[config.mk]
export PLATFORM = sky130hd
export DESIGN_NAME = detached_req_filter
export DESIGN_NICKNAME = d
export VERILOG_FILES = /design/src/rtl/drf_pkg.sv /design/src/rtl/drf_classify.sv /design/src/rtl/drf_window.sv /design/src/rtl/drf_speed.sv /design/src/rtl/detached_req_filter.sv
export SDC_FILE = /design/constraint.sdc
export NUM_CORES = 1
export LEC_CHECK = 0
export BUFFER_PORTS_ARGS = -buffer_cell sky130_fd_sc_hd__buf_2
export CAP_MARGIN = 20
export CORE_AREA = 2 2 125 127
export CTS_CLUSTER_SIZE = 8
export DETAILED_ROUTE_END_ITERATION = 8
export DIE_AREA = 0 0 127 129
export GPL_TIMING_DRIVEN = 1
export PLACE_DENSITY = 0.84
export RECOVER_POWER = 50
export SYNTH_ARGS = -nofsm -noshare
export SYNTH_HDL_FRONTEND = slang
export SYNTH_SLANG_ARGS = --single-unit
[constraint.sdc]
create_clock -name clk -period 5.15 [get_ports clk]
set_clock_uncertainty 0.1 [all_clocks]
set_input_delay 0 -clock clk [delete_from_list [all_inputs] [get_ports clk]]
set_output_delay 0 -clock clk [all_outputs]
set_load 0.1 [all_outputs]
[src/rtl/drf_pkg.sv]
package drf_pkg;

    localparam int unsigned DW    = 32;
    localparam int unsigned ID_W  = 16;
    localparam int unsigned TAG_W = 8;
    localparam int unsigned BE_W  = DW / 8;

    typedef enum logic [2:0] {
        K_CFG_RD = 3'd0,
        K_CFG_WR = 3'd1,
        K_MEM_RD = 3'd2,
        K_MEM_WR = 3'd3,
        K_IO_RD  = 3'd4,
        K_IO_WR  = 3'd5,
        K_MSG    = 3'd6,
        K_MSG_D  = 3'd7
    } req_kind_e;

    typedef enum logic [1:0] {
        ACT_RETRY,
        ACT_WADDR,
        ACT_WDATA,
        ACT_UNSUP
    } act_e;

    localparam logic [2:0] CPL_SC  = 3'd0;
    localparam logic [2:0] CPL_UR  = 3'd1;
    localparam logic [2:0] CPL_CRS = 3'd2;

    typedef struct packed {
        logic [2:0]       status;
        logic [ID_W-1:0]  cid;
        logic [ID_W-1:0]  rid;
        logic [TAG_W-1:0] tag;
        logic             has_data;
        logic [DW-1:0]    data;
    } cpl_t;

    function automatic logic kind_is_cfg(input logic [2:0] k);
        return (k == K_CFG_RD) || (k == K_CFG_WR);
    endfunction

    function automatic logic kind_is_posted(input logic [2:0] k);
        return (k == K_MEM_WR) || (k == K_MSG) || (k == K_MSG_D);
    endfunction

    function automatic logic [DW-1:0] be_merge(input logic [DW-1:0] old_v,
                                               input logic [DW-1:0] new_v,
                                               input logic [BE_W-1:0] be);
        logic [DW-1:0] r;
        r = old_v;
        for (int b = 0; b < BE_W; b++) begin
            if (be[b]) r[8*b +: 8] = new_v[8*b +: 8];
        end
        return r;
    endfunction

endpackage

[src/rtl/drf_classify.sv]
module drf_classify
    import drf_pkg::*;
#(
    parameter int unsigned        FN_W         = 3,
    parameter int unsigned        OFF_W        = 12,
    parameter logic [OFF_W-1:0]   WIN_ADDR_OFF = 12'h0F8,
    parameter logic [OFF_W-1:0]   WIN_DATA_OFF = 12'h0FC
) (
    input  logic [2:0]       kind,
    input  logic [FN_W-1:0]  func,
    input  logic [OFF_W-1:0] off,
    output act_e             act,
    output logic             posted,
    output logic             cfg_wr
);

    always_comb begin
        if (!kind_is_cfg(kind)) begin
            act = ACT_UNSUP;
        end else if (func != '0) begin
            act = ACT_RETRY;
        end else if (off == WIN_ADDR_OFF) begin
            act = ACT_WADDR;
        end else if (off == WIN_DATA_OFF) begin
            act = ACT_WDATA;
        end else begin
            act = ACT_RETRY;
        end
    end

    assign posted = kind_is_posted(kind);
    assign cfg_wr = (kind == K_CFG_WR);

endmodule

[src/rtl/drf_window.sv]
module drf_window
    import drf_pkg::*;
#(
    parameter int unsigned GB_AW = 32
) (
    input  logic              clk,
    input  logic              rst,
    input  logic              addr_wr,
    input  logic [BE_W-1:0]   addr_be,
    input  logic [DW-1:0]     addr_wdata,
    input  logic              data_go,
    input  logic              data_wr,
    input  logic [BE_W-1:0]   data_be,
    input  logic [DW-1:0]     data_wdata,
    output logic [GB_AW-1:0]  win_addr,
    output logic              busy,
    output logic              done,
    output logic [DW-1:0]     done_rdata,
    output logic              gb_valid,
    input  logic              gb_ready,
    output logic              gb_write,
    output logic [GB_AW-1:0]  gb_addr,
    output logic [BE_W-1:0]   gb_be,
    output logic [DW-1:0]     gb_wdata,
    input  logic              gb_rvalid,
    input  logic [DW-1:0]     gb_rdata
);

    typedef enum logic [1:0] { W_IDLE, W_ISSUE, W_WAIT } wst_e;

    wst_e            st;
    logic            op_wr;
    logic [BE_W-1:0] op_be;
    logic [DW-1:0]   op_wdata;
    logic [DW-1:0]   cur32;
    logic [DW-1:0]   nxt32;

    assign cur32 = DW'(win_addr);

    always_comb begin
        nxt32      = be_merge(cur32, addr_wdata, addr_be);
        nxt32[1:0] = 2'b00;
    end

    always_ff @(posedge clk) begin
        if (rst) begin
            win_addr <= '0;
        end else if (addr_wr) begin
            win_addr <= nxt32[GB_AW-1:0];
        end
    end

    always_ff @(posedge clk) begin
        if (rst) begin
            st       <= W_IDLE;
            op_wr    <= 1'b0;
            op_be    <= '0;
            op_wdata <= '0;
        end else begin
            unique case (st)
                W_IDLE: if (data_go) begin
                    st       <= W_ISSUE;
                    op_wr    <= data_wr;
                    op_be    <= data_be;
                    op_wdata <= data_wdata;
                end
                W_ISSUE: if (gb_ready) st <= op_wr ? W_IDLE : W_WAIT;
                W_WAIT:  if (gb_rvalid) st <= W_IDLE;
                default: st <= W_IDLE;
            endcase
        end
    end

    assign busy       = (st != W_IDLE);
    assign gb_valid   = (st == W_ISSUE);
    assign gb_write   = op_wr;
    assign gb_addr    = win_addr;
    assign gb_be      = op_be;
    assign gb_wdata   = op_wdata;
    assign done       = ((st == W_ISSUE) && gb_ready && op_wr) ||
                        ((st == W_WAIT) && gb_rvalid);
    assign done_rdata = gb_rdata;

endmodule

[src/rtl/drf_speed.sv]
module drf_speed (
    input  logic clk,
    input  logic rst,
    input  logic link_l0,
    input  logic spd_chg_en,
    output logic spd_chg_req
);

    logic l0_q;

    always_ff @(posedge clk) begin
        if (rst) begin
            l0_q        <= 1'b0;
            spd_chg_req <= 1'b0;
        end else begin
            l0_q        <= link_l0;
            spd_chg_req <= link_l0 && !l0_q && spd_chg_en;
        end
    end

endmodule

[src/rtl/detached_req_filter.sv]
module detached_req_filter
    import drf_pkg::*;
#(
    parameter int unsigned      GB_AW        = 32,
    parameter int unsigned      FN_W         = 3,
    parameter int unsigned      OFF_W        = 12,
    parameter logic [OFF_W-1:0] WIN_ADDR_OFF = 12'h0F8,
    parameter logic [OFF_W-1:0] WIN_DATA_OFF = 12'h0FC
) (
    input  logic              clk,
    input  logic              rst,
    input  logic [15:0]       port_cid,
    input  logic              req_valid,
    output logic              req_ready,
    input  logic [2:0]        req_kind,
    input  logic [FN_W-1:0]   req_func,
    input  logic [OFF_W-1:0]  req_off,
    input  logic [15:0]       req_rid,
    input  logic [7:0]        req_tag,
    input  logic [3:0]        req_be,
    input  logic [31:0]       req_wdata,
    output logic              cpl_valid,
    output logic [2:0]        cpl_status,
    output logic [15:0]       cpl_cid,
    output logic [15:0]       cpl_rid,
    output logic [7:0]        cpl_tag,
    output logic              cpl_has_data,
    output logic [31:0]       cpl_data,
    output logic              ur_log,
    output logic              gb_valid,
    input  logic              gb_ready,
    output logic              gb_write,
    output logic [GB_AW-1:0]  gb_addr,
    output logic [3:0]        gb_be,
    output logic [31:0]       gb_wdata,
    input  logic              gb_rvalid,
    input  logic [31:0]       gb_rdata,
    input  logic              link_l0,
    input  logic              spd_chg_en,
    output logic              spd_chg_req
);

    act_e             act;
    logic             posted;
    logic             cfg_wr;
    logic             accept;
    logic             win_busy;
    logic             win_done;
    logic [DW-1:0]    win_rdata;
    logic [GB_AW-1:0] win_addr;
    cpl_t             cpl_q;
    logic             cpl_v;
    logic             ur_q;
    logic [15:0]      pend_rid;
    logic [7:0]       pend_tag;
    logic             pend_rd;

    drf_classify #(
        .FN_W(FN_W), .OFF_W(OFF_W),
        .WIN_ADDR_OFF(WIN_ADDR_OFF), .WIN_DATA_OFF(WIN_DATA_OFF)
    ) u_cls (
        .kind(req_kind), .func(req_func), .off(req_off),
        .act(act), .posted(posted), .cfg_wr(cfg_wr)
    );

    assign req_ready = !win_busy;
    assign accept    = req_valid && req_ready;

    drf_window #(.GB_AW(GB_AW)) u_win (
        .clk(clk), .rst(rst),
        .addr_wr(accept && (act == ACT_WADDR) && cfg_wr),
        .addr_be(req_be), .addr_wdata(req_wdata),
        .data_go(accept && (act == ACT_WDATA)),
        .data_wr(cfg_wr), .data_be(req_be), .data_wdata(req_wdata),
        .win_addr(win_addr), .busy(win_busy), .done(win_done), .done_rdata(win_rdata),
        .gb_valid(gb_valid), .gb_ready(gb_ready), .gb_write(gb_write),
        .gb_addr(gb_addr), .gb_be(gb_be), .gb_wdata(gb_wdata),
        .gb_rvalid(gb_rvalid), .gb_rdata(gb_rdata)
    );

    drf_speed u_spd (
        .clk(clk), .rst(rst), .link_l0(link_l0),
        .spd_chg_en(spd_chg_en), .spd_chg_req(spd_chg_req)
    );

    always_ff @(posedge clk) begin
        if (rst) begin
            cpl_v    <= 1'b0;
            cpl_q    <= '0;
            ur_q     <= 1'b0;
            pend_rid <= '0;
            pend_tag <= '0;
            pend_rd  <= 1'b0;
        end else begin
            cpl_v <= 1'b0;
            ur_q  <= 1'b0;
            if (accept) begin
                unique case (act)
                    ACT_RETRY: begin
                        cpl_v <= 1'b1;
                        cpl_q <= '{status: CPL_CRS, cid: port_cid, rid: req_rid,
                                   tag: req_tag, has_data: 1'b0, data: '0};
                    end
                    ACT_WADDR: begin
                        cpl_v <= 1'b1;
                        cpl_q <= '{status: CPL_SC, cid: port_cid, rid: req_rid,
                                   tag: req_tag, has_data: !cfg_wr,
                                   data: cfg_wr ? '0 : DW'(win_addr)};
                    end
                    ACT_WDATA: begin
                        pend_rid <= req_rid;
                        pend_tag <= req_tag;
                        pend_rd  <= !cfg_wr;
                    end
                    default: begin
                        ur_q <= 1'b1;
                        if (!posted) begin
                            cpl_v <= 1'b1;
                            cpl_q <= '{status: CPL_UR, cid: '0, rid: req_rid,
                                       tag: req_tag, has_data: 1'b0, data: '0};
                        end
                    end
                endcase
            end
            if (win_done) begin
                cpl_v <= 1'b1;
                cpl_q <= '{status: CPL_SC, cid: port_cid, rid: pend_rid, tag: pend_tag,
                           has_data: pend_rd, data: pend_rd ? win_rdata : '0};
            end
        end
    end

    assign cpl_valid    = cpl_v;
    assign cpl_status   = cpl_q.status;
    assign cpl_cid      = cpl_q.cid;
    assign cpl_rid      = cpl_q.rid;
    assign cpl_tag      = cpl_q.tag;
    assign cpl_has_data = cpl_q.has_data;
    assign cpl_data     = cpl_q.data;
    assign ur_log       = ur_q;

endmodule

; After elaboration in Yosys (flattened, before gate mapping)
; Cells that the tools add are included.
[word_totals]
register_bits = 174
inputBits = 133
out_inout_bits = 150
[classes]
eq_ne = 16
n_mux = 20
bitwise = 2
reduce_logical = 35
[ops]
columns = cell, n
row1 = 76-bit case mux with 3 select lines, 1
row2 = 73-bit two-way mux, 2
row3 = 76-bit two-way mux, 1
row4 = 32-bit two-way mux, 2
row5 = 12-bit by 8-bit equality test with 1-bit output (second input constant), 2
row6 = 2-bit two-way mux, 8
row7 = 2-bit AND reduction, 6
row8 = 1-bit logical AND, 9
row9 = 3-bit AND reduction, 3
row10 = 3-bit equality test (second input constant), 2
row11 = 2-bit by 1-bit inequality test with 1-bit output (second input constant), 3
row12 = 2-bit case mux with 3 select lines, 1
row13 = 2-bit OR reduction, 3
row14 = 2-bit by 1-bit equality test with 1-bit output (second input constant), 2
row15 = 2-bit equality test (second input constant), 2
row16 = 2-bit logical NOT, 2
row17 = 1-bit logical OR, 4
row18 = 1-bit two-way mux, 4
row19 = 4-bit by 1-bit inequality test with 1-bit output (second input constant), 1
row20 = 2-bit nonzero test, 2
row21 = 3-bit by 1-bit equality test with 1-bit output (second input constant), 1
row22 = 3-bit by 2-bit equality test with 1-bit output (second input constant), 1
row23 = 1-bit logical NOT, 3
row24 = 3-bit logical NOT, 1
row25 = 6 further kinds, 7

; Depth between registers and ports, before layout
; Gate-level depths: netlist of run 1.
[depth]
depth_word = 10
ltp_mapped = 8
mapped_depth_nobuf = 5

; Hierarchy
; Synthesis of run 1 repeated with hierarchy kept, for this count alone.
[hier_totals]
hier_cells = 836
hier_area_um2 = 7838.8
[modules_own_cells]
columns = module, n_inst, cells_each, area_each_um2, seq_area_each_um2
row1 = detached_req_filter, 1, 444, 4111.4, 2042.0
row2 = drf_window, 1, 377, 3588.4, 1381.3
row3 = drf_classify, 1, 11, 77.6, 0.0
row4 = drf_speed, 1, 4, 61.3, 40.0

; Least setup slack after synthesis of run 1
; No wires, ideal clock.
[synth_path]
path_type = register to register
startpoint = register u_win.op_wr (netlist: u_win.gb_write)
endpoint = register cpl_q (netlist bit cpl_data[18])
setup_time_ns = 0.137
arrival_time_ns = 2.360
required_time_ns = 4.913
setup_slack_ns = 2.553
path_stages_with_launch = 8
path_buffers = 2
synth_period_minus_slack_ns = 2.597
cell_sequence = dfxtp_1 -> nand3_1 -> o21ai_0 -> clkbuf_1 -> clkbuf_1 -> a21oi_1 -> a211oi_1 -> nor3_1
[synth_via]
elab_chain_len = 4
[synth_lines]
columns = item, line_no
row1 = start: declaration, drf_window.sv:32  ; logic op_wr;
row2 = start signal: assignment, drf_window.sv:63  ; op_wr <= data_wr;
row3 = 1-bit logical AND (*), drf_window.sv:80  ; assign done = ((st == W_ISSUE) && gb_ready && op_wr) ||
row4 = 1-bit logical OR (*), drf_window.sv:80
row5 = 4-bit by 1-bit inequality test with 1-bit output (no line) (tied with other cells), --
row6 = 3-bit AND reduction (no line), --
row7 = end signal: assignment, detached_req_filter.sv:101  ; cpl_q <= '{status: CPL_CRS, cid: port_cid, rid: req_rid,
row8 = end signal: assignment, detached_req_filter.sv:106  ; cpl_q <= '{status: CPL_SC, cid: port_cid, rid: req_rid,
row9 = end signal: assignment, detached_req_filter.sv:119  ; cpl_q <= '{status: CPL_UR, cid: '0, rid: req_rid,
row10 = end: declaration, detached_req_filter.sv:51  ; cpl_t cpl_q;
; Mark *: on every way between the ends. The rest lies on a longest branch, timed or not.
; A chain may end at the register's enable or synchronous reset.

; Worst setup path in the final report of run 1
[layout_path]
startpoint = register u_win.st[1]
endpoint = register pend_rd
[layout_via]
elab_chain_len = 4
[layout_lines]
columns = item, line_no
row1 = start: declaration, drf_window.sv:31  ; wst_e st;
row2 = start signal: assignment, drf_window.sv:67  ; W_ISSUE: if (gb_ready) st <= op_wr ? W_IDLE : W_WAIT;
row3 = 2-bit nonzero test, drf_window.sv:74  ; assign busy = (st != W_IDLE);
row4 = 1-bit logical NOT, detached_req_filter.sv:66  ; assign req_ready = !win_busy;
row5 = 1-bit logical AND, detached_req_filter.sv:67  ; assign accept = req_valid && req_ready;
row6 = 2-bit AND reduction (no line), --
row7 = end signal: assignment, detached_req_filter.sv:113  ; pend_rd <= !cfg_wr;
row8 = end: declaration, detached_req_filter.sv:56  ; logic pend_rd;
; Every way passes these cells.

==> summary.md, run 1 <==
| Metric | Value |
|---|---|
| Drt pass-1 iters | 7 |
| CTS tree | done |
| Slew Limit Fails | 26 |
| Synth area leader | dfxtp_1 |
| Antenna cells | 0 |
| Antenna violations before repair | 1 |
| Net count, final | 1371 |
| Vias | 8396 |
| Maximum VDD drop | 0.214 mV |
| Post-route ant nets | 0 |
| Share of cells above drive strength 1 | 0.162 |
| Routed length per placed instance | 18.4 um |
| Post-Syn Area | between 7000 and 8000 um2 |
| Fin. Hold Viols | 0 |
| Max Root-Sink Buffers | 2 |
| Reg power frac | 0.428 |
| # Max-Cap Violations | 1 |
| Final worst path period share | 0.669 |
| Post-Route Utilization | 0.690 |
| Max transition margin | -0.102 |
| Average cell area after synthesis | 8.29 um2 |
| Die X | 127 um |
| Port buffer count | 279 |
| Post-synth ARST share | 0 |
| GR Overflow Total | 0 |
| Vias in the first global route | 7992 |
| Post-route DRC | 0 |
| Net load switching power | 1.03 mW |
| LEAKAGE | 4.07 nW |
| Initial Utilization | 0.493 |
| Synth Flop Type | dfxtp_1 |
| Final worst-path setup slack | about 1.7 ns |
| Area grow syn2layout | 40.0% |
| H-tree depth | 4 |
| Hold slack final | about 0.0040 ns |
| Worst-path maximum fanout | 26 |
| Top post-synthesis cells by count | 173 x dfxtp_1, 173 x nand2_1, 122 x a21oi_1 |
| HPWL after DPL | 15600 um |
| Place WS | 2.38 ns |
| Setup TNS | 0 ns |
| Yosys cell types | between 40 and 50 |
| # rows | 45 |
| Clk_lat worst skew | 0.43 ns |
| Sw Ratio | 0.314 |
| Die area | 16400 um2 |
| Number of synthesized flops with an enable pin | 0 |
| Post-Synthesis Cells | roughly 890 |
| Required @ worst endpoint | 5.37 ns |
| Post-placement cell area | about 9000 um2 |
| Final setup violation count | 0 |
| Crit path max-delay cell type | and3_1 |
| CP arrival | ~3.7 ns |
| Cts bufs inserted | 17 |
| Crit-path max cell delay | approximately 0.97 ns |
| Core region area | roughly 15000 um2 |
| Setup CP Type | register to register |
| Critical-path cell list | or3b_2 -> nor3_1 -> and3_1 -> nand3_1 -> dlygate4sd3_1 -> o211a_1 |
| Starting DRT DRC Count | 781 |
| Yosys reg bits | 173 |
| I/O Pins | 283 |
| Failing checks | max-capacitance violations, max-slew violations |
| Die height | around 130 um |
| Largest cells by area after synthesis | dfxtp_1 47%, nand2_1 8.8%, a21oi_1 8.3%, nor3_1 4.4%, mux2i_1 4.1% |
| Power per cell area | roughly 320 nW/um2 |
| Total Routed Length | 26400 um |
| RD Place Congestion | 0.819 |
| Share of the synthesized area in the top cell type | 0.469 |
| RSZ-0062 raised after global routing | no |
| Clk pwr share | 0.388 |
| Status | finished, violations left |
| Fmax | 290 MHz |
| Largest net degree at the start of global routing | 90 |
| Root Buffer | clkbuf_16 |
| Post-route cell area | 10300 um2 |
| Combinational share of power | 0.183 |
| Post-CTS Setup Repair Bufs | 0 |
| Synth Warn # | 0 |
| GRT Util Overall | 0.313 |
| Critical Path Sink Type | register |
| Internal Power | 2.24 mW |
| Sequential fraction of the synthesis area | 0.469 |
| Min cycle time layout | approximately 3.4 ns |
| Clock slew at reported path FFs | 0.07 ns |
| Worst-Margin Slew | 1.65 ns |
| First-pass GRT wire length | ~40000 um |
| Worst hold path type | input pin to register |
| Startpoint Class | register |
| Via density | 5.83 |
| Clk sinks | approximately 170 |
-- final cells by class --
type | count | area, um2
flip-flops and latches | 173 | 3460
fillers | 1188 | 4640
inverters | 18 | 67.6
clock buffers | 19 | 453
clock inverters | 13 | 129
well taps | 188 | 235
repair buffers | 409 | 2490
multi-input cells | 619 | 3500
-- flip-flops by register name (all words and copies together), names as in the netlist --
| name | cells |
|---|---|
| cpl_cid | 16 |
| cpl_data | 32 |
| cpl_has_data | 1 |
| cpl_rid | 16 |
| cpl_status | 2 |
| cpl_tag | 8 |
| cpl_valid | 1 |
| pend_rd | 1 |
| pend_rid | 16 |
| pend_tag | 8 |
| u_spd.l0_q | 1 |
| u_spd.spd_chg_req | 1 |
| u_win.gb_addr | 30 |
| u_win.gb_be | 4 |
| u_win.gb_wdata | 32 |
| u_win.gb_write | 1 |
| u_win.st | 2 |
| ur_log | 1 |
-- power groups by stage --
stage          sequential, mW  combinational (mW)  clock, mW
3_5_place_dp             1.43               0.529          0
5_1_grt                  1.40               0.625       1.34
6_report                 1.40               0.599       1.27
4_1_cts                  1.40               0.596       1.28
2_1_floorplan            1.69               0.136          0
3_3_place_gp             1.42               0.525          0
-- critical path, delay by kind of cell, from the launching register on --
kind | cells | cell delay, ns
AO/OA/AOI/OAI | 1 | 0.13
buffers and inverters | 1 | 0.63
flip-flops | 1 | 0.41
AND/OR/NAND/NOR | 4 | 2.06
-- per-stage QoR --
step / power [mW] / instances
2_1_floorplan: 1.82 / 893
3_3_place_gp: 1.95 / 1290
3_5_place_dp: 1.96 / 1290
4_1_cts: 3.27 / 1437
5_1_grt: 3.37 / 1439
6_report: 3.27 / 1439
-- what timing repair did --
| item | CTS | global route |
|---|---|---|
| resized for setup | 0 | 0 |
| hold buffers | 115 | 0 |
| hold endpoints to repair | 166 | 0 |
-- cell usage in the layout (no fill, tap or decap), types with 3 or more instances in the layout --
cell,Yosys,routed
a211oi_1,30,30
a21oi_1,122,121
a22oi_1,24,24
a311oi_1,24,24
and3_1,27,27
buf_2,6,131
buf_4,4,14
clkbuf_1,64,147
clkbuf_16,0,17
clkinv_4,0,4
conb_1,1,3
dfxtp_1,173,173
dlygate4sd3_1,0,115
inv_1,18,18
inv_6,0,5
mux2i_1,30,30
nand2_1,173,173
nand3_1,4,4
nand3_2,4,4
nor2_1,37,37
nor2b_1,3,3
nor3_1,65,66
o21ai_0,26,25
o32ai_1,9,9
o32ai_2,7,7
-- final timing paths --
check	from	endpoint	slack (ns)	depth (start not counted)
max	u_win.st[1]$_SDFFE_PP0P_	pend_rd$_SDFFE_PP0P_	1.71	6
max reg2reg	u_win.st[1]$_SDFFE_PP0P_	pend_rd$_SDFFE_PP0P_	1.71	6
min	gb_rdata[6]	cpl_data[6]$_SDFFE_PP0P_	0.004	5
min reg2reg	pend_rid[9]$_SDFFE_PP0P_	pend_rid[9]$_SDFFE_PP0P_	0.35	2
-- kinds of logic (layout without fill, tap and decap cells) --
group	count (synthesis)	in the layout	synth area share
other	1	3	0.000508
flip-flops	173	173	0.469
multiplexers	30	30	0.0407
AO/OA/AOI/OAI	251	251	0.219
buffers and inverters	101	459	0.0615
AND/OR/NAND/NOR	335	335	0.209
-- per-layer routing --
layer / routed length [um] / up-vias / global-route usage
li1: - / 3846 / -
met1: 10000 / 3890 / 0.371
met2: 12800 / 538 / 0.535
met3: 2330 / 120 / 0.0624
met4: 1240 / 2 / 0.173
met5: 13 / - / 0
Note: power is estimated with default switching activity, not from simulation.
==> run 2, diff against run 1 <==
Settings changed: CORE_AREA 2 2 125 127 to 2 2 126 128, DIE_AREA 0 0 127 129 to 0 0 128 130, PLACE_DENSITY 0.84 to 0.83.
Clock period 5.15 ns to 3.2 ns, I/O delays scaled along.
==> run 2 against run 1 <==
Net effect:
- the flow still finishes with violations (max-capacitance violations, max-slew violations)
- first-iteration DRC count increased by 3.2%
- sequential share of layout area decreased by 0.43 points
- global-route usage grew 0.33 points
==> summary.md, run 2 (same netlist as run 1, synthesis figures left out) <==
| Metric | Value |
|---|---|
| Worst-path maximum fanout | 25 (was 26) |
| First-pass GRT wire length | 41700 um (was 41000 um) |
| Cts bufs inserted | 17 (unchanged) |
| Die area | 16600 um2 (was 16400 um2) |
| Worst Path Buf+Inv | 3 (was 1) |
| R2R cell count | 7 (was 6) |
| Resized Gates After CTS | 0 (unchanged) |
| Final worst path period share | 0.924 |
| Critical-path cell list | dlygate4sd3_1 -> buf_2 -> or3b_1 -> or3_1 -> clkbuf_1 -> o21ai_2 -> nand2_2 -> o32ai_1 (was or3b_2 -> nor3_1 -> and3_1 -> nand3_1 -> dlygate4sd3_1 -> o211a_1) |
| CTS tree | done (unchanged) |
| Startpoint Class | input pin (was register) |
| Critical Path Sink Type | register (unchanged) |
| Status | finished, violations left (unchanged) |
| Crit path max-delay cell type | dlygate4sd3_1 (was and3_1) |
| LEAKAGE | 4.12 nW (was 4.07 nW) |
| RSZ-0062 raised after global routing | no (unchanged) |
| Die height | 130 um (was 129 um) |
| Final setup violation count | 0 (unchanged) |
| Initial Utilization | 0.479 (was 0.493) |
| Fmax | 338 MHz |
| HPWL after DPL | 15900 um (was 15600 um) |
| Crit-path max cell delay | 0.55 ns (was 0.97 ns) |
| Vias in the first global route | 8167 (was 7992) |
| Net load switching power | 1.60 mW (was 1.03 mW) |
| Required @ worst endpoint | 3.40 ns (was 5.37 ns) |
| Net count, final | 1386 (was 1371) |
| Sw Ratio | 0.300 (was 0.314) |
| Post-route ant nets | 0 (unchanged) |
| CP arrival | 3.16 ns (was 3.66 ns) |
| Combinational share of power | 0.182 (was 0.183) |
| Die X | 128 um (was 127 um) |
| CP Capture Point | cpl_cid[8]$_SDFFE_PP0P_ (was pend_rd$_SDFFE_PP0P_) |
| Reg2reg end | cpl_rid[13]$_SDFFE_PP0P_ (was pend_rd$_SDFFE_PP0P_) |
| Total Routed Length | 27100 um (was 26400 um) |
| # rows | 46 (was 45) |
| H-tree depth | 4 (unchanged) |
| Internal Power | 3.73 mW (was 2.24 mW) |
| GRT Util Overall | 0.316 (was 0.313) |
| Setup TNS | 0 ns (unchanged) |
| Crit path max-delay family | buffers and inverters (was simple AND/OR/NAND/NOR gates) |
| Clock slew at reported path FFs | 0.07 ns (about the same) |
| Max Root-Sink Buffers | 2 (unchanged) |
| Post-CTS Setup Repair Bufs | 0 (unchanged) |
| CP startpoint | req_off[2] (was u_win.st[1]$_SDFFE_PP0P_) |
| RD Place Congestion | 0.846 (was 0.819) |
| # Max-Cap Violations | 1 (unchanged) |
| Share of cells above drive strength 1 | 0.164 (was 0.162) |
| Most frequent cells in the layout | 173 x nand2_1, 173 x dfxtp_1, 156 x clkbuf_1 (was 173 x nand2_1, 173 x dfxtp_1, 147 x clkbuf_1) |
| Vias | 8501 (was 8396) |
| Failing checks | max-capacitance violations, max-slew violations (unchanged) |
| Max transition margin | -0.170 (was -0.102) |
| I/O Pins | 283 (unchanged) |
| Power per cell area | 509 nW/um2 (was 316 nW/um2) |
| Drt pass-1 iters | 5 (was 7) |
| Core region area | 15400 um2 (was 15000 um2) |
| WP depth | 8 (was 6) |
| Reg power frac | 0.422 (was 0.428) |
| Maximum VDD drop | 0.325 mV (was 0.214 mV) |
| Clk sinks | 173 (unchanged) |
| Worst hold path type | input pin to register (unchanged) |
| Clk pwr share | 0.396 (was 0.388) |
| Slew Limit Fails | 86 (was 26) |
| Area grow syn2layout | 41.9% (was 40.0%) |
| Power consumption | 5.33 mW (was 3.27 mW) |
| Worst-Margin Slew | 1.75 ns (was 1.65 ns) |
| GR Overflow Total | 0 (unchanged) |
| Fill cells | 1239 (was 1188) |
| Root Buffer | clkbuf_16 (unchanged) |
| Post-Route Utilization | 0.679 (was 0.690) |
| Setup CP Type | input pin to register (was register to register) |
| Clk_lat worst skew | 0.42 ns (was 0.43 ns) |
| Post-route DRC | 0 (unchanged) |
| Port buffer count | 279 (unchanged) |
| Antenna violations before repair | 1 (unchanged) |
| R2R setup slack | 0.28 ns (was 1.71 ns) |
| Via density | 5.83 (about the same) |
| Worst r2r src | u_win.st[1]$_SDFFE_PP0P_ (unchanged) |
| Starting DRT DRC Count | 806 (was 781) |
| Fin. Hold Viols | 0 (unchanged) |
| Min cycle time layout | 2.96 ns |
| Routed length per placed instance | 18.5 um (was 18.4 um) |
| Largest net degree at the start of global routing | 86 (was 90) |
==> run 2: cell types whose count changed in the layout (fill, tap and decap cells not counted), sizes merged <==
cell,change
clkinvlp,+1
buf,+1
dlygate4sd3,+6
bufinv,+2
inv,-3
clkbuf,+12
diode,+1
clkinv,-4
==> run 2: worst min-delay path: stages <==
cell      delay (ns)
buf_2           0.09
nand2_1         0.04
a21oi_1         0.17
a211oi_1        0.08
nor3_1          0.11
==> run 2: worst min-delay path by stage <==
stage	from	end	slack, ns	cells past startpoint
2_1_floorplan	req_rid[0]	pend_rid[0]$_SDFFE_PP0P_	0.04	2
4_1_cts	gb_rdata[3]	cpl_data[3]$_SDFFE_PP0P_	0.006	5
3_5_place_dp	rst	u_win.gb_wdata[30]$_SDFFE_PP0P_	0.11	2
6_report	gb_rdata[3]	cpl_data[3]$_SDFFE_PP0P_	0.02	5
5_1_grt	gb_rdata[3]	cpl_data[3]$_SDFFE_PP0P_	0.06	5
3_3_place_gp	rst	u_win.gb_wdata[30]$_SDFFE_PP0P_	0.1	2
==> run 2: power by group through the flow <==
stage	sequential (mW)	combinational [mW]	clock [mW]
final	2.25	0.969	2.11
after detailed placement	2.30	0.859	0
after CTS	2.25	0.972	2.14
after global placement	2.29	0.853	0
after global routing	2.26	1.01	2.22
after floorplan	2.71	0.219	0
==> run 2: per-layer routing <==
layer,share of wire,vias up,global-route usage
met1,0.38,3913,0.370
met4,0.055,0,0.189
met2,0.48,561,0.535
met3,0.088,136,0.0713
met5,0,-,0
li1,-,3891,-
==> run 2: through the flow <==
step	setup WS, ns	std cells	instance area [um2]	hold WS, ns
4_1_cts	0.340	1458	10700	0.00555
5_1_grt	0.111	1459	10500	0.0621
3_3_place_gp	0.880	1305	8880	0.0956
6_report	0.242	1459	10500	0.0163
2_1_floorplan	0.603	893	7390	0.0405
3_5_place_dp	0.820	1305	8880	0.108
==> run 2: area by class of cell <==
| class | count | area (um2) | share of cell area |
|---|---|---|---|
| multi-input cells | 619 | 3510 | 0.336 |
| inverters | 18 | 67.6 | 0.00645 |
| repair buffers | 424 | 2590 | 0.248 |
| clock buffers | 23 | 458 | 0.0437 |
| flip-flops and latches | 173 | 3460 | 0.331 |
| well taps | 192 | 240 | 0.0229 |
| clock inverters | 9 | 135 | 0.0129 |
| diodes | 1 | 2.50 | 0.000239 |
==> run 2: timing repair <==
action,in CTS,in global routing
endpoints found under the setup margin,0,0
hold buffers,121,0
hold endpoints to repair,169,0
